==> config.mk <==
export PLATFORM = sky130hd
export DESIGN_NAME = cfg_io_bank
export DESIGN_NICKNAME = d
export VERILOG_FILES = /design/src/rtl/cfg_io_pkg.sv /design/src/rtl/cfg_io_decode.sv /design/src/rtl/cfg_io_port_regs.sv /design/src/rtl/cfg_io_pin_path.sv /design/src/rtl/cfg_io_bank.sv
export SDC_FILE = /design/constraint.sdc
export NUM_CORES = 1
export LEC_CHECK = 0
export BUFFER_PORTS_ARGS = -buffer_cell sky130_fd_sc_hd__buf_2
export CAP_MARGIN = 20
export CORE_AREA = 2 2 139 141
export CTS_CLUSTER_DIAMETER = 200
export DETAILED_ROUTE_END_ITERATION = 8
export DIE_AREA = 0 0 141 143
export MAX_ROUTING_LAYER = met4
export PLACE_DENSITY = 0.74
export SYNTH_ARGS = -nofsm -noshare
export SYNTH_HDL_FRONTEND = slang
export SYNTH_HIERARCHICAL = 1
export SYNTH_SLANG_ARGS = --single-unit
export TNS_END_PERCENT = 30
==> constraint.sdc <==
create_clock -name clk -period 2.77 [get_ports clk]
set_input_delay 0.554 -clock clk [delete_from_list [all_inputs] [get_ports clk]]
set_output_delay 0.554 -clock clk [all_outputs]
set_load 0.005 [all_outputs]
==> src/rtl/cfg_io_pkg.sv <==
package cfg_io_pkg;
  localparam int NPORT  = 4;
  localparam int NKIND  = 5;
  localparam int ADDR_W = 5;

  typedef enum logic [2:0] {
    K_MODE = 3'd0,
    K_DIR  = 3'd1,
    K_DRV  = 3'd2,
    K_DOUT = 3'd3,
    K_DIN  = 3'd4
  } reg_kind_e;
endpackage

==> src/rtl/cfg_io_decode.sv <==
module cfg_io_decode
  import cfg_io_pkg::*;
(
  input  logic [ADDR_W-1:0]      addr,
  input  logic                   wr,
  output reg_kind_e              kind,
  output logic [1:0]             port,
  output logic                   hit,
  output logic [NKIND*NPORT-1:0] wr_sel
);
  logic [2:0] kind_raw;

  assign kind_raw = addr[4:2];
  assign port     = addr[1:0];
  assign hit      = (kind_raw < 3'(NKIND));
  assign kind     = reg_kind_e'(kind_raw);

  // data-in (kind 4) is read-only: no write select is produced for it
  always_comb begin
    wr_sel = '0;
    for (int k = 0; k < NKIND; k++) begin
      for (int p = 0; p < NPORT; p++) begin
        wr_sel[k*NPORT+p] = wr && hit && (kind_raw == 3'(k)) &&
                            (port == 2'(p)) && (k != int'(K_DIN));
      end
    end
  end
endmodule

==> src/rtl/cfg_io_port_regs.sv <==
module cfg_io_port_regs #(
  parameter int               PIN_W    = 8,
  parameter logic [PIN_W-1:0] PIN_MASK = '1,
  parameter bit               HAS_MODE = 1'b1
) (
  input  logic             clk,
  input  logic             rst_n,
  input  logic [PIN_W-1:0] wdata,
  input  logic             wr_mode,
  input  logic             wr_dir,
  input  logic             wr_drv,
  input  logic             wr_dout,
  output logic [PIN_W-1:0] mode_q,
  output logic [PIN_W-1:0] dir_q,
  output logic [PIN_W-1:0] drv_q,
  output logic [PIN_W-1:0] dout_q
);
  localparam logic [PIN_W-1:0] MODE_MASK = HAS_MODE ? PIN_MASK : '0;

  logic [PIN_W-1:0] wmasked;
  assign wmasked = wdata & PIN_MASK;

  always_ff @(posedge clk or negedge rst_n) begin
    if (!rst_n) begin
      mode_q <= '0;
      dir_q  <= '0;
      drv_q  <= '0;
      dout_q <= '0;
    end else begin
      if (wr_mode) mode_q <= wdata & MODE_MASK;
      if (wr_dir)  dir_q  <= wmasked;
      if (wr_drv)  drv_q  <= wmasked;
      if (wr_dout) dout_q <= wmasked;
    end
  end


  dir_write_chk: assert property (@(posedge clk) disable iff (!rst_n)
    wr_dir |=> dir_q == $past(wdata & PIN_MASK));


  dout_write_chk: assert property (@(posedge clk) disable iff (!rst_n)
    wr_dout |=> dout_q == $past(wdata & PIN_MASK));


  mode_absent_chk: assert property (@(posedge clk) disable iff (!rst_n)
    HAS_MODE || (mode_q == '0));
endmodule

==> src/rtl/cfg_io_pin_path.sv <==
module cfg_io_pin_path #(
  parameter int               PIN_W    = 8,
  parameter logic [PIN_W-1:0] PIN_MASK = '1,
  parameter bit               HAS_PT   = 1'b1,
  parameter bit               SLEW_DRV = 1'b0
) (
  input  logic             clk,
  input  logic             rst_n,
  input  logic [PIN_W-1:0] mode_q,
  input  logic [PIN_W-1:0] dir_q,
  input  logic [PIN_W-1:0] drv_q,
  input  logic [PIN_W-1:0] dout_q,
  input  logic [PIN_W-1:0] ext_addr,
  input  logic [PIN_W-1:0] pt_oe,
  output logic [PIN_W-1:0] pad_out,
  output logic [PIN_W-1:0] pad_oe,
  output logic [PIN_W-1:0] pad_od,
  output logic [PIN_W-1:0] pad_fast
);
  function automatic logic [PIN_W-1:0] pick_src(
    input logic [PIN_W-1:0] mode, input logic [PIN_W-1:0] ext,
    input logic [PIN_W-1:0] dout);
    return (mode & ext) | (~mode & dout);
  endfunction

  function automatic logic [PIN_W-1:0] pin_enable(
    input logic [PIN_W-1:0] dir, input logic [PIN_W-1:0] pt,
    input logic [PIN_W-1:0] od, input logic [PIN_W-1:0] src);
    return (dir | pt) & ~(od & src);
  endfunction

  logic [PIN_W-1:0] data_src;
  logic [PIN_W-1:0] pt_eff;
  logic [PIN_W-1:0] od_sel;
  logic [PIN_W-1:0] od_release;

  assign data_src   = pick_src(mode_q, ext_addr, dout_q);
  assign pt_eff     = HAS_PT ? pt_oe : '0;
  assign od_sel     = SLEW_DRV ? '0 : drv_q;
  assign od_release = od_sel & data_src;

  assign pad_out  = data_src & ~od_sel & PIN_MASK;
  assign pad_oe   = pin_enable(dir_q, pt_eff, od_sel, data_src) & PIN_MASK;
  assign pad_od   = od_sel & PIN_MASK;
  assign pad_fast = (SLEW_DRV ? drv_q : '0) & PIN_MASK;


  od_release_chk: assert property (@(posedge clk) disable iff (!rst_n)
    ((pad_oe & od_release) == '0) && ((pad_out & pad_od) == '0));


  pt_force_chk: assert property (@(posedge clk) disable iff (!rst_n)
    !HAS_PT || ((pt_oe & PIN_MASK & ~od_release & ~pad_oe) == '0));


  dir_only_chk: assert property (@(posedge clk) disable iff (!rst_n)
    ((dir_q & ~od_release & ~pad_oe) == '0));


  addr_mode_chk: assert property (@(posedge clk) disable iff (!rst_n)
    ((mode_q & ~pad_od & (pad_out ^ ext_addr)) == '0));


  slew_no_od_chk: assert property (@(posedge clk) disable iff (!rst_n)
    !SLEW_DRV || (pad_od == '0));
endmodule

==> src/rtl/cfg_io_bank.sv <==
module cfg_io_bank
  import cfg_io_pkg::*;
#(
  parameter int               PIN_W      = 8,
  parameter int               NARROW_W   = 3,
  parameter int               NARROW_P   = 3,
  parameter logic [NPORT-1:0] MODE_PORTS = 4'b0011,
  parameter logic [NPORT-1:0] PT_PORTS   = 4'b0111,
  parameter logic [NPORT-1:0] SLEW_PORTS = 4'b1100
) (
  input  logic                   clk,
  input  logic                   rst_n,
  input  logic [ADDR_W-1:0]      bus_addr,
  input  logic                   bus_wr,
  input  logic [PIN_W-1:0]       bus_wdata,
  output logic [PIN_W-1:0]       bus_rdata,
  input  logic [NPORT*PIN_W-1:0] pad_in,
  input  logic [NPORT*PIN_W-1:0] ext_addr,
  input  logic [NPORT*PIN_W-1:0] pt_oe,
  output logic [NPORT*PIN_W-1:0] pad_out,
  output logic [NPORT*PIN_W-1:0] pad_oe,
  output logic [NPORT*PIN_W-1:0] pad_od,
  output logic [NPORT*PIN_W-1:0] pad_fast
);
  function automatic logic [PIN_W-1:0] lane_width_mask(input int p);
    logic [PIN_W-1:0] m;
    m = '1;
    if (p == NARROW_P) m = (PIN_W)'((1 << NARROW_W) - 1);
    return m;
  endfunction

  reg_kind_e                   kind;
  logic [1:0]                  port;
  logic                        hit;
  logic [NKIND*NPORT-1:0]      wr_sel;
  logic [NPORT-1:0][PIN_W-1:0] mode_q, dir_q, drv_q, dout_q, din_v;

  cfg_io_decode u_dec (
    .addr   (bus_addr),
    .wr     (bus_wr),
    .kind   (kind),
    .port   (port),
    .hit    (hit),
    .wr_sel (wr_sel)
  );

  for (genvar p = 0; p < NPORT; p++) begin : g_port
    localparam logic [PIN_W-1:0] LMASK = lane_width_mask(p);

    cfg_io_port_regs #(
      .PIN_W    (PIN_W),
      .PIN_MASK (LMASK),
      .HAS_MODE (MODE_PORTS[p])
    ) u_regs (
      .clk     (clk),
      .rst_n   (rst_n),
      .wdata   (bus_wdata),
      .wr_mode (wr_sel[int'(K_MODE)*NPORT+p]),
      .wr_dir  (wr_sel[int'(K_DIR)*NPORT+p]),
      .wr_drv  (wr_sel[int'(K_DRV)*NPORT+p]),
      .wr_dout (wr_sel[int'(K_DOUT)*NPORT+p]),
      .mode_q  (mode_q[p]),
      .dir_q   (dir_q[p]),
      .drv_q   (drv_q[p]),
      .dout_q  (dout_q[p])
    );

    cfg_io_pin_path #(
      .PIN_W    (PIN_W),
      .PIN_MASK (LMASK),
      .HAS_PT   (PT_PORTS[p]),
      .SLEW_DRV (SLEW_PORTS[p])
    ) u_path (
      .clk      (clk),
      .rst_n    (rst_n),
      .mode_q   (mode_q[p]),
      .dir_q    (dir_q[p]),
      .drv_q    (drv_q[p]),
      .dout_q   (dout_q[p]),
      .ext_addr (ext_addr[p*PIN_W +: PIN_W]),
      .pt_oe    (pt_oe[p*PIN_W +: PIN_W]),
      .pad_out  (pad_out[p*PIN_W +: PIN_W]),
      .pad_oe   (pad_oe[p*PIN_W +: PIN_W]),
      .pad_od   (pad_od[p*PIN_W +: PIN_W]),
      .pad_fast (pad_fast[p*PIN_W +: PIN_W])
    );

    assign din_v[p] = pad_in[p*PIN_W +: PIN_W] & LMASK;
  end

  always_comb begin
    bus_rdata = '0;
    if (hit) begin
      case (kind)
        K_MODE:  bus_rdata = mode_q[port];
        K_DIR:   bus_rdata = dir_q[port];
        K_DRV:   bus_rdata = drv_q[port];
        K_DOUT:  bus_rdata = dout_q[port];
        K_DIN:   bus_rdata = din_v[port];
        default: bus_rdata = '0;
      endcase
    end
  end


  unmapped_read_chk: assert property (@(posedge clk) disable iff (!rst_n)
    !hit |-> bus_rdata == '0);


  narrow_pt_chk: assert property (@(posedge clk) disable iff (!rst_n)
    PT_PORTS[NARROW_P] || (pad_oe[NARROW_P*PIN_W +: PIN_W] == (dir_q[NARROW_P] & ~pad_od[NARROW_P*PIN_W +: PIN_W]) ) ||
    (pad_od[NARROW_P*PIN_W +: PIN_W] != '0));
endmodule

# Word-level counts from Yosys, hierarchy flattened
# Index checks and enable logic that the tools add are counted.
# Widths: inputs -> output; s select.
op_classes:
  n_mux: 12
  bitwise_logic: 21
  n_reduce_logical: 21
  n_lt_le_gt_ge: 2
  n_eq_ne: 7
op_table:
  columns: ["operator", "n"]
  rows:
  - ["$and 8x8->8", 10]
  - ["$bmux 8 s2", 5]
  - ["$mux 8", 6]
  - ["$not 8->8", 6]
  - ["$or 8x8->8", 5]
  - ["$pmux 8 s5", 1]
  - ["$logic_and 1x1->1", 19]
  - ["$eq 3x2->1 const B", 2]
  - ["$eq 2x2->1 const B", 2]
  - ["$eq 3x1->1 const B", 1]
  - ["$eq 3x3->1 const B", 1]
  - ["$logic_not 3->1", 1]
  - ["$lt 2x3->1 const B", 1]
  - ["$lt 3x3->1 const B", 1]
  - ["$eq 2x1->1 const B", 1]
  - ["$logic_not 2->1", 1]
word_totals:
  word_cells: 77
  out_inout_bits: 136
  ff_bits: 97

# Depth between registers and ports, before layout
depth:
  depth_word: 6
  depth_mapped: 8
  mapped_depth_nobuf: 5

# Modules after synthesis
# Netlist, hierarchy kept.
by_module_without_submodules:
  columns: ["mod", "cells_per_inst", "n_inst", "area_per_inst_um2"]
  rows:
  - ["cfg_io_port_regs (g_port[0].u_regs ...)", 68, 2, 1326.3]
  - ["cfg_io_bank", 164, 1, 1442.6]
  - ["cfg_io_port_regs (g_port[2].u_regs)", 60, 1, 1058.5]
  - ["cfg_io_pin_path (g_port[0].u_path ...)", 49, 2, 454.2]
  - ["cfg_io_port_regs (g_port[3].u_regs)", 42, 1, 503.0]
  - ["cfg_io_pin_path (g_port[2].u_path)", 33, 1, 294.0]
  - ["cfg_io_pin_path (g_port[3].u_path)", 33, 1, 266.5]
  - ["cfg_io_decode", 34, 1, 203.9]

# Worst setup path before layout
# Ideal clock, no wire load.
synth_path:
  path_kind: "input port to output port"
  startpoint: "input bus_addr[0]"
  endpoint: "output bus_rdata[6]"
  setup_slack_ns: 0.548
  required_ns: 2.216
  cell_stages: 6
  n_path_buf: 3
  arrival_ns: 1.668
  path_cell_list: "buf_4 > buf_6 > buf_8 > mux4_2 > o2111ai_1 > o311ai_1"
synth_via:
  elab_chain_cells: 4
synth_lines:
  columns: ["element", "line_no", "text"]
  rows:
  - ["start: declaration", "cfg_io_bank.sv:13", "input logic [ADDR_W-1:0] bus_addr,"]
  - ["$bmux 8 s2, on equally long branches", null, null]
  - ["$mux 8, on equally long branches", null, null]
  - ["$pmux 8 s5 *", "cfg_io_bank.sv:94", "case (kind)"]
  - ["$mux 8 *", "cfg_io_bank.sv:93", "if (hit) begin"]
  - ["end: declaration", "cfg_io_bank.sv:16", "output logic [PIN_W-1:0] bus_rdata,"]
# Mark *: on every way between the ends. The rest lies on a longest branch, timed or not. The select of a mux whose other input is x is not followed.

# Worst setup path in the final report
layout_path:
  startpoint: "input bus_addr[2]"
  endpoint: "output bus_rdata[2]"
layout_rtl:
  columns: ["element", "line_no", "text"]
  rows:
  - ["$lt 3x3->1", "cfg_io_decode.sv:15", "assign hit = (kind_raw < 3'(NKIND));"]
  - ["net hit", "cfg_io_bank.sv:34", "logic hit;"]
  - ["$mux 8", "cfg_io_bank.sv:93", null]
# The timed path passes the listed nets, and every way through them passes these cells.

==> summary.md <==
| Metric | Value |
|---|---|
| Sequential share of power | 41.7% |
| Setup Buffers After CTS | 0 |
| Non-filler cells, final | 996 |
| Met1 WL | slightly below 9000 um |
| Setup crit end kind | primary output |
| Hold Crit Class | in2async |
| Die height | ~140 um |
| DRT Pass-1 Iters | 7 |
| Post-route ant nets | 0 |
| Clk_skew | 0 ns |
| CP Max Fanout | 20 |
| Final worst slack | 0.1480 ns |
| Rows | 50 |
| Maximum vdd drop | about 0.29 mV |
| WS Path Type | in2out |
| Vias in the first global route | between 4000 and 5000 |
| Placed insts | 981 |
| Initial Util | between 30 and 40% |
| Tmin final | between 2 and 3 ns |
| Hpwl dp | around 15000 um |
| # clock sinks | 97 |
| Clock power frac | 27.4% |
| Final hold violations | 0 |
| Initial DRC count | about 290 |
| Post-route cell area | between 8000 and 9000 um2 |
| Full die area | approximately 20000 um2 |
| Post-DP Area | between 8000 and 9000 um2 |
| Max Cap Viol | 0 |
| FF-to-FF path depth | 1 |
| Layout cells sized above 1 | about 54% |
| Clk Latency, worst-skew pair | between 0.3 and 0.4 ns |
| TritonCTS Buffers | 9 |
| Final net count | 870 |
| GR Overflow Total | 0 |
| Synth Area per Inst | around 12 um2 |
| Comb pwr share | a little under a third |
| Largest net degree at the start of global routing | 52 |
| WL met2 | slightly above 9000 um |
| P&R area growth vs syn | 14.85% |
| Cell Area, Synth | approximately 7300 um2 |
| Pleak | 4.219 nW |
| Die Width | about 140 um |
| Root Buffer | clkbuf_16 |
| Worst-path clk slew | 0.06 ns |
| Fin Setup TNS | 0 ns |
| Initial antenna violation count | 0 |
| DR vias/cell | 4.997 |
| CTS max path bufs | 2 |
| Post-cts resize count | 0 |
| Headroom to the max-slew limit | ~67% |
| Switching share of power | approximately 29% |
| GRT Util Overall | 19.70% |
| Crit path launch type | input pin |
| Net Sw Power | 1.407 mW |
| FF-to-FF Start | g_port[0].u_regs/drv_q[3] |
| Achievable Freq | ~0.38 GHz |
| Core area | 18580 um2 |
| Pwr Density | slightly below 600 nW/um2 |
| Drc violations | 0 |
| I/O Pins | 248 |
| Worst slew pin tran | roughly 0.49 ns |
| Wirelength per Cell | ~20 um |
| Setup violations, final | 0 |
| Setup WS pre-CTS | 0.2162 ns |
| Met3 Wirelength | 1120 um |
| TritonCTS clock tree | yes |
| # H-tree levels | 3 |
| Gp weighted congestion | around 0.86 |
| CP required | about 2.2 ns |
| RR Endpoint | g_port[0].u_regs/drv_q[3] |
| Cell count after synthesis | 593 |
| Core Util, Final | between 40% and 50% |
| Routed vias | 4977 |
| Hold buffer count at cts | 0 |
| Pins Over Slew Limit | 0 |
| Crit path arrival time | around 2.1 ns |
| Total wire length | about 19000 um |
| Port Buffer Count | about 180 |
| R2R setup slack | between 1.5 and 2 ns |
| # diodes | 0 |
| First-pass GRT wire length | ~29000 um |
| Max Used Layer | met4 |
| Fin crit share | a little over nine tenths |
| Int Power | 3.461 mW |
| Unrepaired setup endpoints after global routing | no |
| Outcome | completed |
| Yosys warning count | 6 |
[flip-flops by register name, summed over array words and instances (netlist names)]
register,count
g_port.u_regs/dir_q,27
g_port.u_regs/dout_q,27
g_port.u_regs/drv_q,27
g_port.u_regs/mode_q,16
[layout make-up]
type	instances	area [um2]
Clock buffer	12	246.5
Multi-Input combinational cell	427	4069
Inverter	1	3.754
Sequential cell	97	2427
Timing Repair Buffer	222	1266
Clock inverter	3	65.06
Fill cell	1701	10210
Tap cell	234	292.8
[worst max-delay path, stage by stage]
cell and delay, ns:
buf_2 0.22, o21ai_0 0.38, nand2_1 0.37, a31oi_1 0.37, buf_2 0.17
[metal layers]
layer	vias up	GRT usage, %
met5	-	-
met4	0	5.263
met3	27	2.985
met2	244	31.04
met1	2438	26.72
li1	2268	-
[power by group through the flow]
stage / Clock [mW] / Sequential, mW / Combinational [mW]
floorplan: 0 / 1.93 / 1.22
global placement: 0 / 2.04 / 1.48
detailed placement: 0 / 2.05 / 1.51
CTS: 1.35 / 2.03 / 1.52
global route: 1.41 / 2.08 / 1.62
finish: 1.33 / 2.03 / 1.51
[metrics by stage]
stage	hold WS, ns	power, mW
floorplan	0.2584	3.155
global placement	0.4257	3.518
detailed placement	0.4280	3.562
CTS	0.06282	4.901
global route	0.07244	5.111
finish	0.06046	4.869
[how the worst max path moves through the flow]
| stage | startpoint | end |
|---|---|---|
| 2_1_floorplan | bus_addr[0] | bus_rdata[6] |
| 3_3_place_gp | bus_addr[0] | bus_rdata[3] |
| 3_5_place_dp | bus_addr[0] | bus_rdata[4] |
| 4_1_cts | bus_addr[0] | bus_rdata[5] |
| 5_1_grt | bus_addr[0] | bus_rdata[5] |
| 6_report | bus_addr[2] | bus_rdata[2] |
[cells in the final DEF, fill, tap and decap left out, types with 10 or more instances in the layout]
cell     instances
nor2_1          33
mux2_4         115
buf_2          180
a22oi_1         15
dfrtp_1         97
mux4_1          10
a21oi_2         16
nor2b_4         16
mux2i_1         46
conb_1          78
buf_4           38
nand2_1         17
(Power assumes the default switching activity.)
